<file path="config.mk">
export PLATFORM = sky130hd
export DESIGN_NAME = dma_xfer_chan
export DESIGN_NICKNAME = d
export VERILOG_FILES = /design/src/rtl/dma_chan_pkg.sv /design/src/rtl/dma_addr_step.sv /design/src/rtl/dma_pace.sv /design/src/rtl/dma_chan_fsm.sv /design/src/rtl/dma_xfer_chan.sv
export SDC_FILE = /design/constraint.sdc
export NUM_CORES = 1
export LEC_CHECK = 0
export BUFFER_PORTS_ARGS = -buffer_cell sky130_fd_sc_hd__buf_4
export CORE_MARGIN = 2
export CORE_UTILIZATION = 49
export CTS_CLUSTER_DIAMETER = 120
export DETAILED_ROUTE_END_ITERATION = 6
export PLACE_DENSITY_LB_ADDON = 0.05
export REMOVE_ABC_BUFFERS = 1
export SKIP_LAST_GASP = 1
export SLEW_MARGIN = 20
export SYNTH_ARGS = -nofsm -noshare
export SYNTH_HDL_FRONTEND = slang
export SYNTH_SLANG_ARGS = --single-unit
</file>
<file path="constraint.sdc">
create_clock -name clk -period 5 [get_ports clk]
set_input_delay 1.25 -clock clk [delete_from_list [all_inputs] [get_ports clk]]
set_output_delay 1.25 -clock clk [all_outputs]
set_load 0.02 [all_outputs]
</file>
<file path="src/rtl/dma_chan_pkg.sv">
package dma_chan_pkg;

    localparam int LINE_W = 4;
    localparam int STEP_W = 3;
    localparam int WID_W  = 2;

    typedef enum logic [2:0] {
        ST_IDLE,
        ST_WAIT,
        ST_RD,
        ST_WR,
        ST_END
    } chan_state_e;

    typedef struct packed {
        logic [STEP_W-1:0] src_step;
        logic [STEP_W-1:0] dst_step;
        logic [WID_W-1:0]  width;
        logic              burst;
        logic              src_sys;
        logic              dst_sys;
        logic [LINE_W-1:0] src_line;
        logic [LINE_W-1:0] dst_line;
    } chan_cfg_t;

    // Signed byte offset applied after each beat for a step code.
    function automatic logic signed [3:0] step_delta(input logic [STEP_W-1:0] code);
        logic signed [3:0] d;
        unique case (code)
            3'b001:  d = 4'sd1;
            3'b010:  d = 4'sd2;
            3'b011:  d = 4'sd4;
            3'b101:  d = -4'sd1;
            3'b110:  d = -4'sd2;
            3'b111:  d = -4'sd4;
            default: d = 4'sd0;
        endcase
        return d;
    endfunction

endpackage

</file>
<file path="src/rtl/dma_addr_step.sv">
module dma_addr_step
    import dma_chan_pkg::*;
#(
    parameter int AW = 32
) (
    input  logic              clk,
    input  logic              rst_n,
    input  logic              load,
    input  logic [AW-1:0]     base,
    input  logic              adv,
    input  logic [STEP_W-1:0] code,
    output logic [AW-1:0]     addr
);

    logic signed [3:0] delta;
    logic [AW-1:0]     inc;

    always_comb begin
        delta = step_delta(code);
        inc   = {{(AW-4){delta[3]}}, delta};
    end

    always_ff @(posedge clk or negedge rst_n) begin
        if (!rst_n) begin
            addr <= '0;
        end else if (load) begin
            addr <= base;
        end else if (adv) begin
            addr <= addr + inc;
        end
    end

    // a fixed-address code leaves the address untouched across a beat
    p_fixed_hold_r2: assert property (@(posedge clk) disable iff (!rst_n)
        (adv && !load && (code == 3'b000 || code == 3'b100)) |=> $stable(addr));

endmodule

</file>
<file path="src/rtl/dma_pace.sv">
module dma_pace
    import dma_chan_pkg::*;
#(
    parameter int NLINES = 15
) (
    input  logic              clk,
    input  logic              rst_n,
    input  logic [LINE_W-1:0] sel,
    input  logic [NLINES-1:0] line_req,
    input  logic              fire,
    output logic              ready,
    output logic [NLINES-1:0] gnt
);

    logic [NLINES-1:0] hit;

    generate
        for (genvar k = 0; k < NLINES; k++) begin : g_line
            assign hit[k] = (sel == LINE_W'(k + 1)) && line_req[k];

            always_ff @(posedge clk or negedge rst_n) begin
                if (!rst_n) begin
                    gnt[k] <= 1'b0;
                end else begin
                    gnt[k] <= fire && (sel == LINE_W'(k + 1));
                end
            end
        end
    endgenerate

    assign ready = (sel == '0) || (|hit);

    // a grant never stays high for two clocks
    p_gnt_pulse_r7: assert property (@(posedge clk) disable iff (!rst_n)
        (|gnt) |=> !(|gnt));

    // grants only appear for a paced side
    p_gnt_paced_r7: assert property (@(posedge clk) disable iff (!rst_n)
        (|gnt) |-> $onehot(gnt));

endmodule

</file>
<file path="src/rtl/dma_chan_fsm.sv">
module dma_chan_fsm
    import dma_chan_pkg::*;
#(
    parameter int CW          = 24,
    parameter int DW          = 32,
    parameter int BURST_BEATS = 4
) (
    input  logic          clk,
    input  logic          rst_n,
    input  logic          go,
    input  logic          halt,
    input  logic          clr_done,
    input  logic          clr_err,
    input  logic [CW-1:0] cyc_in,
    input  chan_cfg_t     cfg_in,
    input  logic          src_rdy,
    input  logic          dst_rdy,
    input  logic          m_ack,
    input  logic          m_err,
    input  logic [DW-1:0] m_rdata,
    output chan_cfg_t     cfg,
    output logic          load,
    output logic          adv_src,
    output logic          adv_dst,
    output logic          fire,
    output logic          m_req,
    output logic          m_we,
    output logic [DW-1:0] wdata,
    output logic [CW-1:0] remaining,
    output logic          done_flag,
    output logic          err_flag,
    output logic          busy
);

    localparam int BEAT_W = (BURST_BEATS > 1) ? $clog2(BURST_BEATS) : 1;
    localparam logic [BEAT_W-1:0] LAST_BURST = BEAT_W'(BURST_BEATS - 1);

    chan_state_e       state, nxt;
    logic [BEAT_W-1:0] beat;
    logic              stop_pend;
    logic              last_beat;
    logic              acc_ok, acc_bad;
    logic              stop_now;

    assign last_beat = (beat == (cfg.burst ? LAST_BURST : '0));
    assign acc_ok    = m_ack && !m_err;
    assign acc_bad   = m_ack && m_err;
    assign stop_now  = stop_pend || halt;

    // State register
    always_ff @(posedge clk or negedge rst_n) begin
        if (!rst_n) begin
            state <= ST_IDLE;
        end else begin
            state <= nxt;
        end
    end

    // Next-state logic
    always_comb begin
        nxt = state;
        unique case (state)
            ST_IDLE: begin
                if (go && (cyc_in != '0)) nxt = ST_WAIT;
            end
            ST_WAIT: begin
                if (stop_now)                nxt = ST_IDLE;
                else if (src_rdy && dst_rdy) nxt = ST_RD;
            end
            ST_RD: begin
                if (acc_bad)     nxt = ST_IDLE;
                else if (acc_ok) nxt = ST_WR;
            end
            ST_WR: begin
                if (acc_bad)        nxt = ST_IDLE;
                else if (acc_ok) begin
                    if (last_beat)     nxt = ST_END;
                    else if (stop_now) nxt = ST_IDLE;
                    else               nxt = ST_RD;
                end
            end
            ST_END: begin
                if (remaining == '0 || stop_now) nxt = ST_IDLE;
                else                             nxt = ST_WAIT;
            end
            default: nxt = ST_IDLE;
        endcase
    end

    // Outputs decoded from state
    always_comb begin
        m_req   = (state == ST_RD) || (state == ST_WR);
        m_we    = (state == ST_WR);
        busy    = (state != ST_IDLE);
        load    = (state == ST_IDLE) && go;
        adv_src = (state == ST_RD) && acc_ok;
        adv_dst = (state == ST_WR) && acc_ok;
        fire    = (state == ST_WR) && acc_ok && last_beat;
    end

    // Datapath and status registers
    always_ff @(posedge clk or negedge rst_n) begin
        if (!rst_n) begin
            cfg       <= '0;
            remaining <= '0;
            beat      <= '0;
            stop_pend <= 1'b0;
            wdata     <= '0;
            done_flag <= 1'b0;
            err_flag  <= 1'b0;
        end else begin
            if (clr_done) done_flag <= 1'b0;
            if (clr_err)  err_flag  <= 1'b0;
            if (halt && state != ST_IDLE) stop_pend <= 1'b1;

            unique case (state)
                ST_IDLE: begin
                    if (go) begin
                        cfg       <= cfg_in;
                        remaining <= cyc_in;
                        beat      <= '0;
                        stop_pend <= 1'b0;
                        if (cyc_in == '0) done_flag <= 1'b1;
                    end
                end
                ST_WAIT: ;
                ST_RD: begin
                    if (acc_ok)  wdata    <= m_rdata;
                    if (acc_bad) err_flag <= 1'b1;
                end
                ST_WR: begin
                    if (acc_bad) err_flag <= 1'b1;
                    if (acc_ok) begin
                        if (last_beat) begin
                            beat      <= '0;
                            remaining <= remaining - CW'(1);
                        end else begin
                            beat <= beat + BEAT_W'(1);
                        end
                    end
                end
                ST_END: begin
                    if (remaining == '0) done_flag <= 1'b1;
                end
                default: ;
            endcase
        end
    end

    // a pending access keeps its direction until acknowledged
    p_req_hold_r4: assert property (@(posedge clk) disable iff (!rst_n)
        (m_req && !m_ack) |=> (m_req && $stable(m_we)));

    // the count only ever drops by one while a transfer runs
    p_remain_dec_r5: assert property (@(posedge clk) disable iff (!rst_n)
        ($past(busy) && busy && remaining != $past(remaining))
            |-> (remaining == $past(remaining) - CW'(1)));

    // the finish flag rises only with the channel idle
    p_done_idle_r8: assert property (@(posedge clk) disable iff (!rst_n)
        $rose(done_flag) |-> !busy);

    // an error stops requests and never coincides with finish
    p_err_stop_r10: assert property (@(posedge clk) disable iff (!rst_n)
        $rose(err_flag) |-> (!busy && !m_req && !$rose(done_flag)));

    // no access is requested while idle
    p_idle_quiet_r1: assert property (@(posedge clk) disable iff (!rst_n)
        !busy |-> !m_req);

endmodule

</file>
<file path="src/rtl/dma_xfer_chan.sv">
module dma_xfer_chan
    import dma_chan_pkg::*;
#(
    parameter int AW          = 32,
    parameter int DW          = 32,
    parameter int CW          = 24,
    parameter int NLINES      = 15,
    parameter int BURST_BEATS = 4
) (
    input  logic              clk,
    input  logic              rst_n,
    input  logic              go,
    input  logic              halt,
    input  logic              clr_done,
    input  logic              clr_err,
    input  logic              done_ie,
    input  logic              err_ie,
    input  logic [AW-1:0]     cfg_src_addr,
    input  logic [AW-1:0]     cfg_dst_addr,
    input  logic [CW-1:0]     cfg_cycles,
    input  logic [2:0]        cfg_src_step,
    input  logic [2:0]        cfg_dst_step,
    input  logic [1:0]        cfg_width,
    input  logic              cfg_burst,
    input  logic              cfg_src_sys,
    input  logic              cfg_dst_sys,
    input  logic [3:0]        cfg_src_line,
    input  logic [3:0]        cfg_dst_line,
    input  logic [NLINES-1:0] line_req,
    output logic [NLINES-1:0] line_gnt,
    output logic              m_req,
    output logic              m_we,
    output logic [AW-1:0]     m_addr,
    output logic [1:0]        m_size,
    output logic              m_sys,
    output logic [DW-1:0]     m_wdata,
    input  logic [DW-1:0]     m_rdata,
    input  logic              m_ack,
    input  logic              m_err,
    output logic              busy,
    output logic [CW-1:0]     remaining,
    output logic              done_flag,
    output logic              err_flag,
    output logic              irq
);

    chan_cfg_t         cfg_in, cfg;
    logic              load, adv_src, adv_dst, fire;
    logic              src_rdy, dst_rdy;
    logic [AW-1:0]     src_addr, dst_addr;
    logic [NLINES-1:0] gnt_src, gnt_dst;

    always_comb begin
        cfg_in.src_step = cfg_src_step;
        cfg_in.dst_step = cfg_dst_step;
        cfg_in.width    = cfg_width;
        cfg_in.burst    = cfg_burst;
        cfg_in.src_sys  = cfg_src_sys;
        cfg_in.dst_sys  = cfg_dst_sys;
        cfg_in.src_line = cfg_src_line;
        cfg_in.dst_line = cfg_dst_line;
    end

    dma_chan_fsm #(.CW(CW), .DW(DW), .BURST_BEATS(BURST_BEATS)) u_fsm (
        .clk       (clk),
        .rst_n     (rst_n),
        .go        (go),
        .halt      (halt),
        .clr_done  (clr_done),
        .clr_err   (clr_err),
        .cyc_in    (cfg_cycles),
        .cfg_in    (cfg_in),
        .src_rdy   (src_rdy),
        .dst_rdy   (dst_rdy),
        .m_ack     (m_ack),
        .m_err     (m_err),
        .m_rdata   (m_rdata),
        .cfg       (cfg),
        .load      (load),
        .adv_src   (adv_src),
        .adv_dst   (adv_dst),
        .fire      (fire),
        .m_req     (m_req),
        .m_we      (m_we),
        .wdata     (m_wdata),
        .remaining (remaining),
        .done_flag (done_flag),
        .err_flag  (err_flag),
        .busy      (busy)
    );

    dma_addr_step #(.AW(AW)) u_src_addr (
        .clk (clk), .rst_n (rst_n), .load (load), .base (cfg_src_addr),
        .adv (adv_src), .code (cfg.src_step), .addr (src_addr)
    );

    dma_addr_step #(.AW(AW)) u_dst_addr (
        .clk (clk), .rst_n (rst_n), .load (load), .base (cfg_dst_addr),
        .adv (adv_dst), .code (cfg.dst_step), .addr (dst_addr)
    );

    dma_pace #(.NLINES(NLINES)) u_src_pace (
        .clk (clk), .rst_n (rst_n), .sel (cfg.src_line), .line_req (line_req),
        .fire (fire), .ready (src_rdy), .gnt (gnt_src)
    );

    dma_pace #(.NLINES(NLINES)) u_dst_pace (
        .clk (clk), .rst_n (rst_n), .sel (cfg.dst_line), .line_req (line_req),
        .fire (fire), .ready (dst_rdy), .gnt (gnt_dst)
    );

    assign line_gnt = gnt_src | gnt_dst;
    assign m_addr   = m_we ? dst_addr : src_addr;
    assign m_size   = cfg.width;
    assign m_sys    = m_we ? cfg.dst_sys : cfg.src_sys;
    assign irq      = (done_flag && done_ie) || (err_flag && err_ie);

    // an interrupt always has a flag behind it
    p_irq_src_r12: assert property (@(posedge clk) disable iff (!rst_n)
        irq |-> (done_flag || err_flag));

    // the access address holds while waiting for acknowledge
    p_addr_hold_r4: assert property (@(posedge clk) disable iff (!rst_n)
        (m_req && !m_ack) |=> $stable(m_addr));

endmodule

</file>
# Word level (Yosys, flattened, before mapping)
# Cells that the tools add are included.
# Widths: inputs -> output; s select.
# word_totals
regBits,177
in_bits,164
wordCells,241
# op_classes
n_addsub,4
eq_ne,54
muxes,39
bitwise,1
reduce_logical,96
# ops
cell,n
$mux 32,5
$mux 24,3
$logic_and 1x1->1,71
$add 32x32->32,2
$eq 4x4->1 const B,16
$logic_not 24->1,2
$pmux 24 s2,1
$pmux 4 s6,2
$eq 4x3->1 const B,8
$reduce_or 15->1,2
$mux 3,8
$reduce_bool 24->1,1
$sub 24x1->24 const B,1
$eq 3x3->1 const B,7
$eq 3x2->1 const B,6
$eq 4x2->1 const B,4
$or 15x15->15,1
$pmux 3 s5,1
$mux 1,12
$mux 2,5
$eq 3x1->1 const B,3
$ne 3x1->1 const B,3
$eq 4x1->1 const B,2
$logic_not 4->1,2
other kinds (15),26

# Longest topological paths before layout
# depth
ltp_word,8
depth_mapped,14
ltp_nobuf,14

# By module
# From an unflattened synthesis, not the netlist that was laid out.
# hier_totals
cells_unflattened,1310
area_unflattened_um2,12348.1
# modules_own_cells
module,instances,cells_each,area_per_inst_um2,seq_area_each_um2
dma_addr_step,2,351,3060.4,800.8
dma_chan_fsm,1,419,4157.7,2077.0
dma_pace,2,68,705.7,375.4
dma_xfer_chan,1,53,658.1,0.0

# Worst setup path after synthesis
# No wires, ideal clock.
# synth_path
path_type,register -> register
from,"register, netlist name u_fsm.cfg[14]"
to,register u_dst_addr.addr[30]
arrival_time_ns,3.413
path_slack_ns,1.463
path_stages_with_launch,12
path_buffers,0
path_cell_list,dfrtp_1 > o21ai_0 > inv_1 > ha_1 > a2111o_1 > o21ai_1 > o21ai_1 > a21oi_2 > o21ai_1 > or4_1 > a31o_2 > a211o_1
# synth_between
elab_chain_cells,5
elab_cells_between_ends,10
cone_classes,1 x add/sub; 6 x eq/ne; 3 x mux
# synth_rtl
item,line,source
"$eq 3x3->1, or another cell as far along",dma_chan_pkg.sv:29,unique case (code)
$pmux 4 s6 *,dma_chan_pkg.sv:29,
$add 32x32->32 *,dma_addr_step.sv:29,addr <= addr + inc;
$mux 32 *,dma_addr_step.sv:28,end else if (adv) begin
$mux 32 *,dma_addr_step.sv:26,end else if (load) begin
end signal: assignment,dma_addr_step.sv:27,addr <= base;
end signal: assignment,dma_addr_step.sv:29,
end: declaration,dma_addr_step.sv:12,output logic [AW-1:0] addr
# Every way passes the cells marked *; elsewhere a longest branch is shown, timed or not. The select of a mux whose other input is x is not followed.
# A chain may end at the register's enable or synchronous reset.

# Final worst setup path
# layout_path
from,"register, netlist name u_fsm.cfg[16]"
to,register u_src_addr.addr[30]
# layout_between
elab_chain_cells,5
elab_cells_between_ends,10
cone_classes,1 x add/sub; 6 x eq/ne; 3 x mux
# layout_rtl
item,line
"$eq 3x3->1, or another cell as far along",dma_chan_pkg.sv:29
$pmux 4 s6 *,dma_chan_pkg.sv:29
$add 32x32->32 *,dma_addr_step.sv:29
$mux 32 *,dma_addr_step.sv:28
$mux 32 *,dma_addr_step.sv:26
end signal: assignment,dma_addr_step.sv:27
end signal: assignment,dma_addr_step.sv:29
end: declaration,dma_addr_step.sv:12
# Marks and branches as above.

==> results.py <==
metrics = {
    "clock_network": {
        "clockBufferDepth": 2,
        "clkTransAtPathRegs_ns": 0.08,
        "postCtsHoldBufs": 0,
        "clk-insertion-delay-late_ns": 0.45,
        "cts_made_buffers": 17,
        "cts_tree": "done",
        "h-tree-depth": 4,
        "cts_setup_buffers": 0,
        "postCtsResizedCells": 0,
        "clkSinkCount": 177,
        "cts-root-buf": "clkbuf_16",
    },
    "sta": {
        "setup_violations": 0,
        "fmax_ghz": 0.245,
        "timing.hold.ws_ns": 0.479,
        "final.min_clock_period_ns": 4.09,
        "slew_headroom_pct": 31.2,
        "fin_worst_skew_ns": 0.0163,
        "tightestPinTransition_ns": 1.03,
        "hold_viol_final": 0,
        "slew_violations": 0,
        "timing.final.ws_setup_ns": 0.912,
        "setup-tns-final_ns": 0,
        "timing.final.crit_share_pct": 81.8,
        "rsz0062_at_grt": "false",
    },
    "die": {
        "die-area_um2": 24800,
        "die_y_um": 157,
        "io_pins": 276,
        "fp-row-count": 56,
        "core_um2": 23300,
        "chipWidth_um": 157,
        "start_util_pct": 49.6,
    },
    "setup_path": {
        "end_kind": "flip-flop",
        "critPathMaxFanout": 28,
        "worst_ep_arrival_time_ns": 4.40,
        "crit_type": "reg -> reg",
        "r2r-start": "u_fsm.cfg[16]",
        "cp-start-kind": "flip-flop",
        "startpoint": "u_fsm.cfg[16]",
        "critical_path_required_ns": 5.31,
        "reg2reg_depth": 12,
    },
    "pwr": {
        "p_total_mw": 10.8,
        "power_density_nw_per_um2": 749,
        "vdd_drop_max_v": 0.000404,
        "power.leakage_nw": 7.20,
    },
    "place": {
        "port_buffers": 275,
        "dp.cells": 1958,
        "dp_hpwl_um": 24600,
        "post-place-ws_ns": 0.952,
        "place.gp.congestion": 0.903,
        "post_dp_cell_area_um2": 13800,
    },
    "final_layout": {
        "drive_gt1_share_pct": 22.5,
        "area_delta_synth_final_pct": 25.5,
        "fillCellCount": 2133,
        "final_util_pct": 62.2,
        "n_antenna_cell": 0,
        "design_area_um2": 14500,
        "final_cells": 1990,
        "final_nets": 1887,
    },
    "logic_synthesis": {
        "synth_top_cell_area_share_pct": 38.4,
        "synth-edff-count": 0,
        "yosysSeqAreaShare_pct": 38.4,
        "async_reset_ff_share_pct": 100,
        "synth_ff_type": "dfrtp_1",
        "syn_inst": 1426,
        "synth.cell_area_um2": 11500,
        "yosys_warnings": 0,
        "ys_ff_latch": 177,
        "synth_cell_types": 76,
        "synthTopCellsByArea": "dfrtp_1, nand2_1, ha_1",
        "avgSynthCellArea_um2": 8.08,
        "yosysTopAreaCell": "dfrtp_1",
    },
    "worst_hold_path": {
        "hp-class": "reg -> reg",
        "hold_depth": 2,
        "hp-start": "u_fsm.cfg[9]",
    },
    "detailed_routing": {
        "routed_wirelength_um": 34500,
        "viasPerCell": 5.63,
        "dr_total_vias": 11200,
        "wl_per_cell_um": 17.3,
        "drc": 0,
        "ant_nets": 0,
        "drtIter0Drc": 576,
        "dr.pass1.iters": 5,
    },
    "global_route": {
        "grt_usage_pct": 28.3,
        "antenna_found_initial": 0,
        "grt_pass1_vias": 10800,
        "grt_pass1_wl_um": 55500,
        "grt-ovfl-total": 0,
        "grt_max_degree": 102,
    },
    "outcome": {
        "status": "completed",
    },
    "job": {
        "cap_violations": 0,
    },
}
==> layout by cell type (no fill, tap or decap), types with 6 or more instances in the layout <==
cell / instances
nand3_1: 24
nor4_1: 18
nand3b_1: 7
nor2b_1: 10
nor2_1: 102
buf_4: 288
nor3_1: 32
or3_1: 6
o22ai_1: 20
a211oi_1: 15
o21ai_1: 7
or2_2: 16
nand2_1: 350
xnor2_1: 26
o21ai_0: 87
mux2i_1: 7
a22oi_1: 22
xor2_1: 25
inv_1: 32
a21o_1: 39
o21bai_1: 6
nand4_1: 11
ha_1: 63
dfrtp_1: 177
o31ai_1: 6
nand2b_1: 13
o21a_1: 7
clkbuf_16: 17
a31oi_1: 14
o211ai_1: 8
a21oi_1: 116
==> cells in the mapped netlist, drive strengths merged, types with 3 or more instances <==
master and count:
nand2 352, dfrtp 177, a21oi 118, nor2 104, o21ai 94, ha 63, clkbuf 59, a21o 39
nor3 35, inv 33, xnor2 26, nand3 25, xor2 25, a22oi 22, o22ai 20, nor4 19
buf 18, or2 16, a211oi 15, a31oi 14, nand2b 13, nand4 11, nor2b 10, or3 9
o211ai 8, mux2i 7, nand3b 7, o21a 7, o31ai 7, o21bai 6, a31o 5, mux4 5
a221o 4, and2 4, and3 4, nor3b 4, o311ai 4, o31a 4, o41ai 3, or4 3
==> layout make-up <==
class                      count  area (µm²)  area share, %
tap                          319         399           2.76
sequential                   177        4430           30.6
multi-input combinational   1139        6690           46.2
clock inverter                15         205           1.42
clock buffer                  17         425           2.94
timing repair buffer         290        2190           15.2
inverter                      33         124          0.857
==> power by group <==
group / switching (mW) / internal, mW / leakage [nW]
combinational: 4.00 / 2.78 / 4.70
sequential: 0.616 / 2.00 / 2.20
clock: 0.704 / 0.731 / 0.305
total: 5.32 / 5.51 / 7.20
==> layer usage <==
layer | wire length (µm) | up-vias | GRT usage, %
met4 | 643 | 0 | 8.10
met2 | 16500 | 352 | 47.5
met1 | 15300 | 5317 | 38.6
li1 | - | 5494 | -
met3 | 2060 | 48 | 3.19
met5 | 0 | - | 0
==> flip-flops by register name, indices dropped and copies added (netlist names) <==
signal and cells:
u_src_pace.gnt 15, u_dst_addr.addr 32, u_fsm.state 3, u_fsm.err_flag 1, u_src_addr.addr 32, u_fsm.done_flag 1
u_fsm.beat 2, u_fsm.wdata 32, u_fsm.remaining 24, u_dst_pace.gnt 15, u_fsm.cfg 19, u_fsm.stop_pend 1
==> path summary, 6_finish.rpt <==
kind	end	slack (ns)
worst max-delay path	u_src_addr.addr[30]	0.91
worst min-delay path	u_fsm.cfg[9]	0.48
worst max register to register	u_src_addr.addr[30]	0.91
worst min register to register	u_fsm.cfg[9]	0.48
max in group asynchronous	u_src_addr.addr[24]	3.15
min in group asynchronous	u_dst_pace.gnt[12]	0.90
==> worst max-delay path, stage by stage, from the launching register on <==
cell and delay [ns]:
dfrtp_1 0.42, o21ai_0 0.36, inv_1 0.58, ha_1 0.56
o211a_1 0.24, o31ai_1 0.08, a21oi_1 0.16, o41ai_2 0.59
o31a_1 0.27, o21ai_0 0.11, a211oi_1 0.32, xor2_1 0.17
a21oi_1 0.08
==> cell families (layout without fill, tap and decap cells) <==
| group | Yosys count | in the layout | synth area share (%) |
|---|---|---|---|
| xor gates and xnor gates | 51 | 51 | 3.87 |
| muxes | 14 | 14 | 1.78 |
| adders and majority gates | 65 | 65 | 7.19 |
| buffers and inverters | 110 | 355 | 3.73 |
| AOI/OAI and AO/OA | 388 | 388 | 21.2 |
| and+or+nand+nor | 621 | 621 | 23.8 |
| DFF | 177 | 177 | 38.4 |
Note: power is estimated with default switching activity, not from simulation.
